--- src/rtl/shift_bit_unit.sv ---
module shift_bit_unit #(
  parameter int DATA_W = 8
) (
  input  logic                      clk,
  input  logic                      rst_n,
  input  logic [3:0]                op,
  input  logic [DATA_W-1:0]         operand,
  input  logic [$clog2(DATA_W)-1:0] bit_idx,
  input  logic [7:0]                status_in,
  output logic [DATA_W-1:0]         result,
  output logic [7:0]                status_out
);
  localparam int HALF = DATA_W / 2;
  localparam int FC = 0, FZ = 1, FN = 2, FV = 3, FS = 4, FT = 6;

  logic [DATA_W-1:0] res_nx;
  logic [7:0]        st_nx;
  logic              cout;
  logic              is_shift;

  always_comb begin
    res_nx   = operand;
    st_nx    = status_in;
    cout     = status_in[FC];
    is_shift = 1'b0;
    case (op)
      4'd0: begin res_nx = {operand[DATA_W-2:0], 1'b0};           cout = operand[DATA_W-1]; is_shift = 1'b1; end
      4'd1: begin res_nx = {1'b0, operand[DATA_W-1:1]};           cout = operand[0];        is_shift = 1'b1; end
      4'd2: begin res_nx = {operand[DATA_W-2:0], status_in[FC]};  cout = operand[DATA_W-1]; is_shift = 1'b1; end
      4'd3: begin res_nx = {status_in[FC], operand[DATA_W-1:1]};  cout = operand[0];        is_shift = 1'b1; end
      4'd4: begin res_nx = {operand[DATA_W-1], operand[DATA_W-1:1]}; cout = operand[0];     is_shift = 1'b1; end
      4'd5: res_nx = {operand[HALF-1:0], operand[DATA_W-1:HALF]};
      4'd6: st_nx[FT] = operand[bit_idx];
      4'd7: res_nx[bit_idx] = status_in[FT];
      4'd8: st_nx[bit_idx[2:0]] = 1'b1;
      4'd9: st_nx[bit_idx[2:0]] = 1'b0;
      default: ;
    endcase
    if (is_shift) begin
      st_nx[FC] = cout;
      st_nx[FN] = res_nx[DATA_W-1];
      st_nx[FZ] = (res_nx == '0);
      st_nx[FV] = res_nx[DATA_W-1] ^ cout;
      st_nx[FS] = st_nx[FN] ^ st_nx[FV];
    end
  end

  always_ff @(posedge clk or negedge rst_n) begin
    if (!rst_n) begin
      result     <= '0;
      status_out <= '0;
    end else begin
      result     <= res_nx;
      status_out <= st_nx;
    end
  end
endmodule

--- config.mk ---
export PLATFORM = sky130hd
export DESIGN_NAME = shift_bit_unit
export DESIGN_NICKNAME = d
export VERILOG_FILES = /design/src/rtl/shift_bit_unit.sv
export SDC_FILE = /design/constraint.sdc
export NUM_CORES = 1
export LEC_CHECK = 0
export BUFFER_PORTS_ARGS = -buffer_cell sky130_fd_sc_hd__buf_2
export CAP_MARGIN = 15
export CORE_MARGIN = 2
export CORE_UTILIZATION = 35
export DETAILED_ROUTE_END_ITERATION = 6
export PLACE_DENSITY = 0.68
export SLEW_MARGIN = 20
export SYNTH_ARGS = -nofsm -noshare
export SYNTH_HDL_FRONTEND = slang
export SYNTH_SLANG_ARGS = --single-unit
export TNS_END_PERCENT = 50
--- constraint.sdc ---
create_clock -name clk -period 1.1 [get_ports clk]
set_clock_uncertainty 0.2 [all_clocks]
set_input_delay 0.165 -clock clk [delete_from_list [all_inputs] [get_ports clk]]
set_output_delay 0.165 -clock clk [all_outputs]
set_load 0.02 [all_outputs]
==> flow_summary_export.csv, run 1 <==
group,metric,value,unit
grt,overflow,0,
critical_path,max_stage_delay,0.33,ns
die,io_pins,41,
routing,dr.pass1.iters,4,
timing,clock.fmax,594,MHz
placement,gp_congestion,0.880,
clocking,cts_tree,"built",
layout,final_nets,292,
placement,portBuffers,40,
die,die_area,4570,sq um
power_and_ir_drop,p_per_area,817,nW/um^2
critical_path,worstPathMaxFanout,5,
synthesis,async_reset_ff_share,100,%
critical_path,path_class,"primary input to flip-flop",
layout,fillers,343,
routing,drt-initial-drc-count,76,
run_status,status,"finished with violations",
timing,drv_slew,0,
critical_path,cp_slowest_cell,"a221oi_4",
critical_path,crit_required,1.08,ns
clocking,cts.sinks,16,
routing,vias_per_cell,5.53,
die,coreArea,3940,sq um
clocking,cts.htree.levels,1,
routing,ant_nets,0,
timing,hold_violations,0,
timing,fin_crit_sh,153,%
run_status,violations,"negative setup slack",
grt,grt_max_degree,22,
timing,holdWs,0.00841,ns
timing,worstMarginPinSlew,0.441,ns
placement,dpl.cell_count,298,
synthesis,synth.distinct_cells,55,
clocking,cts_buffers,3,
clocking,clockBufferDepth,2,
synthesis,yosys_warnings,0,
power_and_ir_drop,power_leakage,1.20,nW
synthesis,syn_area,1420,sq um
layout,final_cell_mix,"53 x buf_4, 29 x buf_2, 24 x buf_6, 16 x dfrtp_1, 12 x nor2_1",
min_path,holdCritStartpoint,"status_in[2]",
layout,final_cells,316,
synthesis,synth_flop_cell,"dfrtp_1",
synthesis,synth_top_area_share,28.3,%
synthesis,synth.area.top_cells,"dfrtp_1 28%, o21ai_0 6.0%, buf_6 5.6%",
synthesis,syn_inst,158,
clocking,clockRootBuffer,"clkbuf_8",
routing,post_drt_wl_per_cell,16.8,um
layout,finish.utilization,66.7,%
timing,finalSetupTns,-6.06,ns
grt,grt_pass1_vias,1823,
synthesis,synth_top_area_cell,"dfrtp_1",
layout,drive_above_1_share,63.2,%
grt,grt_use_total,23.8,%
critical_path,cp_common_cell,"buf_12",
timing,relSlewSlack,70.5,%
grt,grt_pass1_wl,8.25,mm
die,die_w,67.6,um
layout,regArea,400,sq um
timing,setup_viol,32,
grt,antenna_found_initial,0,
die,num_rows,23,
layout,area_growth_syn_to_layout,85.8,%
die,start_util,35.9,%
critical_path,start_kind,"primary input",
routing,drc,0,
layout,final_common_cell,"buf_4",
routing,wirelength,5.31,mm
synthesis,ys_ff_latch,16,
critical_path,critPathCaptureType,"flip-flop",
power_and_ir_drop,irDropWorstVdd,0.316,mV
min_path,hp-class,"primary input to flip-flop",
critical_path,crit_chain,"buf_12 > buf_12 > and3b_2 > a221oi_4 > a32oi_2 > nor2_1 > nor4bb_4 > a41o_1",
layout,antenna_cells,0,
timing,finalWorstSetupSlack,-0.583,ns
timing,finalCriticalPeriod,1.68,ns
synthesis,synth-edff-count,0,
critical_path,critPathArrivalTime,1.67,ns
synthesis,yosysSeqAreaShare,28.3,%
critical_path,crit_start,"op[0]",
timing,rsz0062_at_grt,"yes",
critical_path,setup.worst_path.end,"status_out[1]$_DFF_PN0_",
placement,dp_hpwl,3.71,mm
synthesis,syn_nets,183,
clocking,clk_pin_slew,0.06,ns
die,die-height,67.6,um
synthesis,syn_avg_cell_area,8.96,sq um
layout,multi_input_area,1120,sq um
routing,via_count,1747,
job,cap_violations,0,
-- metrics by stage --
step	cell area [sq um]	setup WS [ns]	power [mW]
after detailed placement	2120	-0.820	1.44
after global placement	2120	-0.807	1.42
after floorplan	1520	-0.534	1.08
after CTS	2490	-0.490	2.07
final	2630	-0.583	2.15
after global routing	2630	-0.670	2.26
-- repair_timing --
action	4_1_cts	5_1_grt
pin swaps	20	15
setup endpoints to repair	32	32
hold endpoints to repair	18	0
gates cloned	1	0
setup buffers	14	4
hold buffers	3	0
resized for setup	51	29
-- layout make-up --
cell class              count  area share, %
flip-flops and latches     16           15.2
repair buffers            115           36.5
multi-input cells         123           42.4
clock buffers               4           2.09
well taps                  50           2.38
inverters                   8           1.38
-- synthesized netlist by cell type (3+ instances only) --
cell and number:
a32oi_1 4, nand2_1 9, or2_2 3, inv_1 8
nor2_1 15, nor2b_1 3, a221oi_2 3, buf_6 7
nor3_1 3, a21oi_1 9, o21ai_0 17, dfrtp_1 16
o211ai_1 4, a221oi_1 3
-- report_power, final --
part | total, mW | internal (mW) | switching (mW) | leakage (nW)
registers | 0.659 | 0.643 | 0.0154 | 0.188
logic | 0.994 | 0.511 | 0.483 | 0.979
clock network | 0.497 | 0.317 | 0.180 | 0.0288
total | 2.15 | 1.47 | 0.678 | 1.20
-- state kept, by name, summed over array words and instances (netlist names) --
signal,count
result,8
status_out,8
-- kinds of logic after synthesis --
kind of cell           count (synthesis)  synth area share [%]
AO/OA/AOI/OAI                         62                  31.4
XOR/XNOR                               1                 0.618
buffers and inverters                 19                  10.3
flip-flops                            16                  28.3
multiplexers                           6                  6.18
AND/OR/NAND/NOR                       54                  23.1
-- worst min-delay path by stage --
stage | to | cells after the start
after floorplan | result[0]$_DFF_PN0_ | 0
after global placement | status_out[6]$_DFF_PN0_ | 1
after detailed placement | status_out[3]$_DFF_PN0_ | 1
after CTS | status_out[2]$_DFF_PN0_ | 3
after global routing | status_out[4]$_DFF_PN0_ | 3
final | status_out[2]$_DFF_PN0_ | 3
-- routing by layer --
metal | share of wire (%) | vias up | global-route usage [%]
met2 | 53 | 71 | 45.5
met4 | 3.3 | 0 | 13.5
met3 | 4.7 | 20 | 2.33
met5 | 0 | - | 0
li1 | - | 823 | -
met1 | 39 | 833 | 25.0
-- worst max-delay path, delay by kind of cell --
kind | cells | cell delay [ns]
AO/OA/AOI/OAI | 3 | 0.69
AND/OR/NAND/NOR | 3 | 0.59
buffers and inverters | 2 | 0.23
No activity file was read; power rests on OpenSTA's default activity.
==> run 2, diff against run 1 <==
--- a/config.mk
+++ b/config.mk
@@ -5,12 +5,12 @@
 export SDC_FILE = /design/constraint.sdc
 export NUM_CORES = 1
 export LEC_CHECK = 0
-export BUFFER_PORTS_ARGS = -buffer_cell sky130_fd_sc_hd__buf_2
 export CAP_MARGIN = 15
 export CORE_MARGIN = 2
 export CORE_UTILIZATION = 35
 export DETAILED_ROUTE_END_ITERATION = 6
-export PLACE_DENSITY = 0.68
+export DONT_BUFFER_PORTS = 1
+export PLACE_DENSITY = 0.59
 export SLEW_MARGIN = 20
 export SYNTH_ARGS = -nofsm -noshare
 export SYNTH_HDL_FRONTEND = slang
==> run 2 against run 1 <==
  * Global-route usage decreased by 3.8 points
  * Sequential power increased by 12%
  * Power decreased by 20%
  * Sequential share of layout area increased by 5.5 points
  * Via count decreased by 17%
  * The run ends with negative hold slack, negative setup slack left
  * Maximum frequency increased by 11%
  * Setup slack improved by 0.17 ns
  * Critical path depth decreased by 2
  * Worst hold slack got worse by 0.19 ns
==> flow_summary_export.csv, run 2 (same netlist as run 1, synthesis figures left out) <==
group,metric,value,unit
run_status,status,"finished with violations",
run_status,violations,"negative hold slack, negative setup slack",
clocking,clk_pin_slew,0.06,ns
clocking,cts_tree,"built",
grt,overflow,0,
critical_path,start_kind,"primary input",
layout,regArea,400,sq um
routing,dr.pass1.iters,5,
layout,multi_input_area,988,sq um
timing,holdWs,-0.183,ns
grt,top_usage_layer,"met2",
power_and_ir_drop,power_leakage,0.814,nW
clocking,cts.sinks,16,
routing,via_count,1456,
min_path,hp-class,"primary input to asynchronous set/reset pin",
layout,fillers,365,
routing,ant_nets,0,
grt,grt_pass1_wl,6.92,mm
critical_path,crit_required,1.02,ns
power_and_ir_drop,p_per_area,884,nW/um^2
placement,portBuffers,0,
critical_path,worstPathMaxFanout,22,
timing,clock.fmax,659,MHz
timing,finalCriticalPeriod,1.52,ns
timing,worstMarginPinSlew,0.656,ns
die,num_rows,23,
timing,finalWorstSetupSlack,-0.416,ns
die,io_pins,41,
routing,drt-initial-drc-count,55,
grt,grt_pass1_vias,1426,
grt,grt_max_degree,23,
job,cap_violations,0,
layout,final_cell_mix,"32 x buf_4, 16 x dfrtp_1, 13 x nor2_1, 10 x dlygate4sd3_1",
clocking,hold_buffers,11,
layout,antenna_cells,0,
die,die-height,67.6,um
clocking,cts_buffers,3,
clocking,cts.htree.levels,1,
die,die_w,67.6,um
critical_path,path_class,"primary input to flip-flop",
die,die_area,4570,sq um
power_and_ir_drop,irDropWorstVdd,0.325,mV
critical_path,crit_start,"op[3]",
timing,setup_viol,14,
timing,relSlewSlack,56.3,%
critical_path,critPathCaptureType,"flip-flop",
timing,finalSetupTns,-1.45,ns
grt,met3_usage,2.83,%
routing,drc,0,
grt,grt_use_total,20.1,%
timing,drv_slew,0,
layout,area_growth_syn_to_layout,36.6,%
clocking,clockBufferDepth,2,
critical_path,critPathArrivalTime,1.44,ns
timing,fin_crit_sh,138,%
grt,antenna_found_initial,0,
layout,drive_above_1_share,39.4,%
layout,final_common_cell,"buf_4",
layout,finish.utilization,49.1,%
clocking,clockRootBuffer,"clkbuf_8",
die,start_util,35.9,%
die,coreArea,3940,sq um
grt,use_met1,25.3,%
timing,rsz0062_at_grt,"yes",
grt,use_met2,35.0,%
placement,gp_congestion,0.997,
layout,final_nets,224,
routing,vias_per_cell,5.87,
layout,reg_top3,"result x8, status_out x8",
placement,dp_hpwl,3.31,mm
timing,hold_violations,17,
routing,wirelength,4.41,mm
routing,post_drt_wl_per_cell,17.8,um
-- run 2: final timing paths --
kind	endpoint	slack (ns)	cells past startpoint
worst min-delay path	status_out[2]$_DFF_PN0_	-0.18	1
min in group clk	status_out[4]$_DFF_PN0_	-0.03	2
max in group asynchronous	result[0]$_DFF_PN0_	0.46	1
worst max-delay path	status_out[1]$_DFF_PN0_	-0.42	6
-- run 2: per-stage QoR --
stage                     hold slack (ns)  instances  total power, mW  area, sq um  setup slack, ns
after floorplan                    -0.331        158             1.08         1520           -0.534
after global placement             -0.330        232             1.15         1710           -0.616
after detailed placement           -0.330        232             1.16         1710           -0.679
after CTS                         -0.0388        249             1.73         1920           -0.391
after global routing               -0.128        248             1.83         1930           -0.448
final                              -0.183        248             1.71         1930           -0.416
-- run 2: metal layers --
| layer | routed length, um | vias to the layer above |
|---|---|---|
| li1 | - | 686 |
| met1 | 1830 | 690 |
| met2 | 2140 | 74 |
| met3 | 391 | 6 |
| met4 | 45 | 0 |
| met5 | 0 | - |
-- run 2: critical path: stages --
cell,delay (ns)
and4b_2,0.38
o221ai_2,0.12
a32oi_1,0.27
nor2_1,0.08
nor4bb_2,0.17
a41o_1,0.26
-- run 2: area by class of cell --
| cell class | instances | share of cell area [%] |
|---|---|---|
| flip-flops and latches | 16 | 20.7 |
| well taps | 50 | 3.23 |
| inverters | 8 | 1.55 |
| multi-input cells | 123 | 51.1 |
| repair buffers | 47 | 20.6 |
| clock buffers | 4 | 2.85 |
-- run 2: what timing repair did --
action                                  CTS  global route
resized for setup                         9             8
pin swaps                                 7            11
hold endpoints to repair                 26            17
endpoints found under the setup margin   12            31
setup buffers                             2             3
-- run 2: power breakdown --
| group | leakage, nW | switching, mW | internal [mW] | total [mW] |
|---|---|---|---|---|
| logic | 0.597 | 0.207 | 0.281 | 0.488 |
| clock network | 0.0288 | 0.170 | 0.316 | 0.487 |
| registers | 0.188 | 0.0919 | 0.644 | 0.736 |
| total | 0.814 | 0.469 | 1.24 | 1.71 |
==> run 3, diff against run 2 <==
--- a/config.mk
+++ b/config.mk
@@ -7,10 +7,10 @@
 export LEC_CHECK = 0
 export CAP_MARGIN = 15
 export CORE_MARGIN = 2
-export CORE_UTILIZATION = 35
+export CORE_UTILIZATION = 60
 export DETAILED_ROUTE_END_ITERATION = 6
 export DONT_BUFFER_PORTS = 1
-export PLACE_DENSITY = 0.59
+export PLACE_DENSITY = 0.86
 export SLEW_MARGIN = 20
 export SYNTH_ARGS = -nofsm -noshare
 export SYNTH_HDL_FRONTEND = slang
==> run 3 against run 2 <==
  * The flow still finishes with violations (negative hold slack, negative setup slack)
  * First-iteration DRC count is 130% higher
  * Clock power fell by 16%
  * Combinational power up 8.6%
  * Power shrank 1.7%
  * Largest cell class unchanged
  * Highest routed layer unchanged
==> flow_summary_export.csv, run 3 (same netlist as run 1, synthesis figures left out) <==
group,metric,value,unit
layout,reg_top3,"result x8, status_out x8",
grt,grt_max_degree,23,
clocking,cts_buffers,3,
grt,use_met1,45.4,%
grt,top_usage_layer,"met2",
critical_path,start_kind,"primary input",
layout,final_common_cell,"buf_4",
timing,clock.fmax,686,MHz
grt,grt_pass1_wl,7.55,mm
layout,final_cell_mix,"29 x buf_4, 13 x nor2_1, 10 x dlygate4sd3_1, 10 x dfrtp_1",
run_status,status,"finished with violations",
die,die_area,2770,sq um
timing,holdWs,-0.222,ns
job,cap_violations,0,
timing,finalCriticalPeriod,1.46,ns
grt,use_met2,66.5,%
routing,vias_per_cell,7.51,
layout,antenna_cells,0,
die,die_w,52.6,um
placement,gp_congestion,0.972,
die,die-height,52.6,um
min_path,hp-class,"primary input to asynchronous set/reset pin",
routing,drt-initial-drc-count,129,
die,num_rows,17,
layout,final_nets,220,
power_and_ir_drop,power_leakage,0.806,nW
die,coreArea,2210,sq um
layout,drive_above_1_share,44.3,%
placement,portBuffers,0,
critical_path,critPathArrivalTime,1.46,ns
routing,drc,0,
critical_path,worstPathMaxFanout,22,
clocking,clk_pin_slew,0.09,ns
timing,relSlewSlack,50.9,%
routing,wirelength,5.60,mm
grt,met3_usage,10.6,%
die,io_pins,41,
grt,grt_use_total,39.0,%
critical_path,critPathCaptureType,"flip-flop",
clocking,cts.sinks,16,
timing,worstMarginPinSlew,0.737,ns
timing,drv_slew,0,
clocking,cts.htree.levels,1,
grt,grt_pass1_vias,1474,
power_and_ir_drop,irDropWorstVdd,1.22,mV
placement,placed_area,1650,sq um
placement,dp_hpwl,3.27,mm
routing,dr.pass1.iters,7,
timing,setup_viol,30,
clocking,clockBufferDepth,2,
critical_path,crit_required,1.10,ns
routing,via_count,1667,
timing,finalWorstSetupSlack,-0.358,ns
layout,final_design_area_no_fill,1930,sq um
clocking,clockRootBuffer,"clkbuf_4",
critical_path,crit_start,"op[3]",
routing,ant_nets,0,
grt,overflow,0,
layout,area_growth_syn_to_layout,36.4,%
timing,rsz0062_at_grt,"yes",
die,start_util,64.0,%
power_and_ir_drop,p_per_area,870,nW/um^2
grt,antenna_found_initial,0,
critical_path,path_class,"primary input to flip-flop",
routing,post_drt_wl_per_cell,25.2,um
timing,fin_crit_sh,133,%
timing,hold_violations,26,
clocking,cts_tree,"built",
run_status,violations,"negative hold slack, negative setup slack",
==> run 3: cell types whose count changed in the layout (fill, tap and decap cells not counted), moves of 2 or more <==
cell      before  now
buf_4         32   29
clkbuf_8       4    1
dfrtp_1       16   10
a221oi_2       5    3
clkbuf_4       0    3
a221oi_4       1    3
dfrtp_2        0    6
==> run 3: worst max-delay path, cell delays in order <==
cell,delay (ns)
and4b_4,0.40
o21ai_0,0.17
a21oi_1,0.22
a2bb2oi_2,0.23
nor4bb_4,0.08
a41o_1,0.19
==> run 3: layer usage <==
| metal | wire length, um | vias up |
|---|---|---|
| met2 | 2600 | 159 |
| met4 | 488 | 0 |
| met5 | 0 | - |
| met1 | 1900 | 774 |
| li1 | - | 676 |
| met3 | 620 | 58 |
==> run 3: final timing paths <==
| kind | slack (ns) | to |
|---|---|---|
| max | -0.36 | status_out[1]$_DFF_PN0_ |
| min | -0.22 | status_out[3]$_DFF_PN0_ |
| max in group asynchronous | 0.42 | status_out[7]$_DFF_PN0_ |
| min in group clk | -0.15 | status_out[5]$_DFF_PN0_ |
==> run 3: area by class of cell <==
type                       count  area [sq um]
fill                         109           280
tap                           28          35.0
multi-input combinational    123          1050
inverter                       8          33.8
clock buffer                   4          36.3
timing repair buffer          43           364
sequential                    16           408
==> run 3: metrics by stage <==
stage                     utilization, %  power [mW]  TNS (ns)  worst slack (ns)  std cells
after global placement              74.4        1.14     -5.39            -0.674        205
after detailed placement            74.4        1.15     -5.67            -0.717        205
final                               87.3        1.68     -2.02            -0.358        222
after CTS                           82.9        1.61     -1.26            -0.312        220
after floorplan                        -        1.08     -3.93            -0.534        158
after global routing                87.3        1.73     -2.51            -0.373        222
==> run 3: timing repair <==
| item | CTS | global route |
|---|---|---|
| gates resized for setup | 15 | 18 |
| setup endpoints to repair | 27 | 43 |
| pin swaps | 10 | 9 |
| buffers inserted | 2 | 2 |
| hold buffers | 9 | 2 |
| hold endpoints to repair | 30 | 25 |
==> run 3: power breakdown <==
| part | switching (mW) | internal, mW | total, mW |
|---|---|---|---|
| clock network | 0.206 | 0.203 | 0.408 |
| registers | 0.0969 | 0.646 | 0.743 |
| logic | 0.247 | 0.283 | 0.530 |
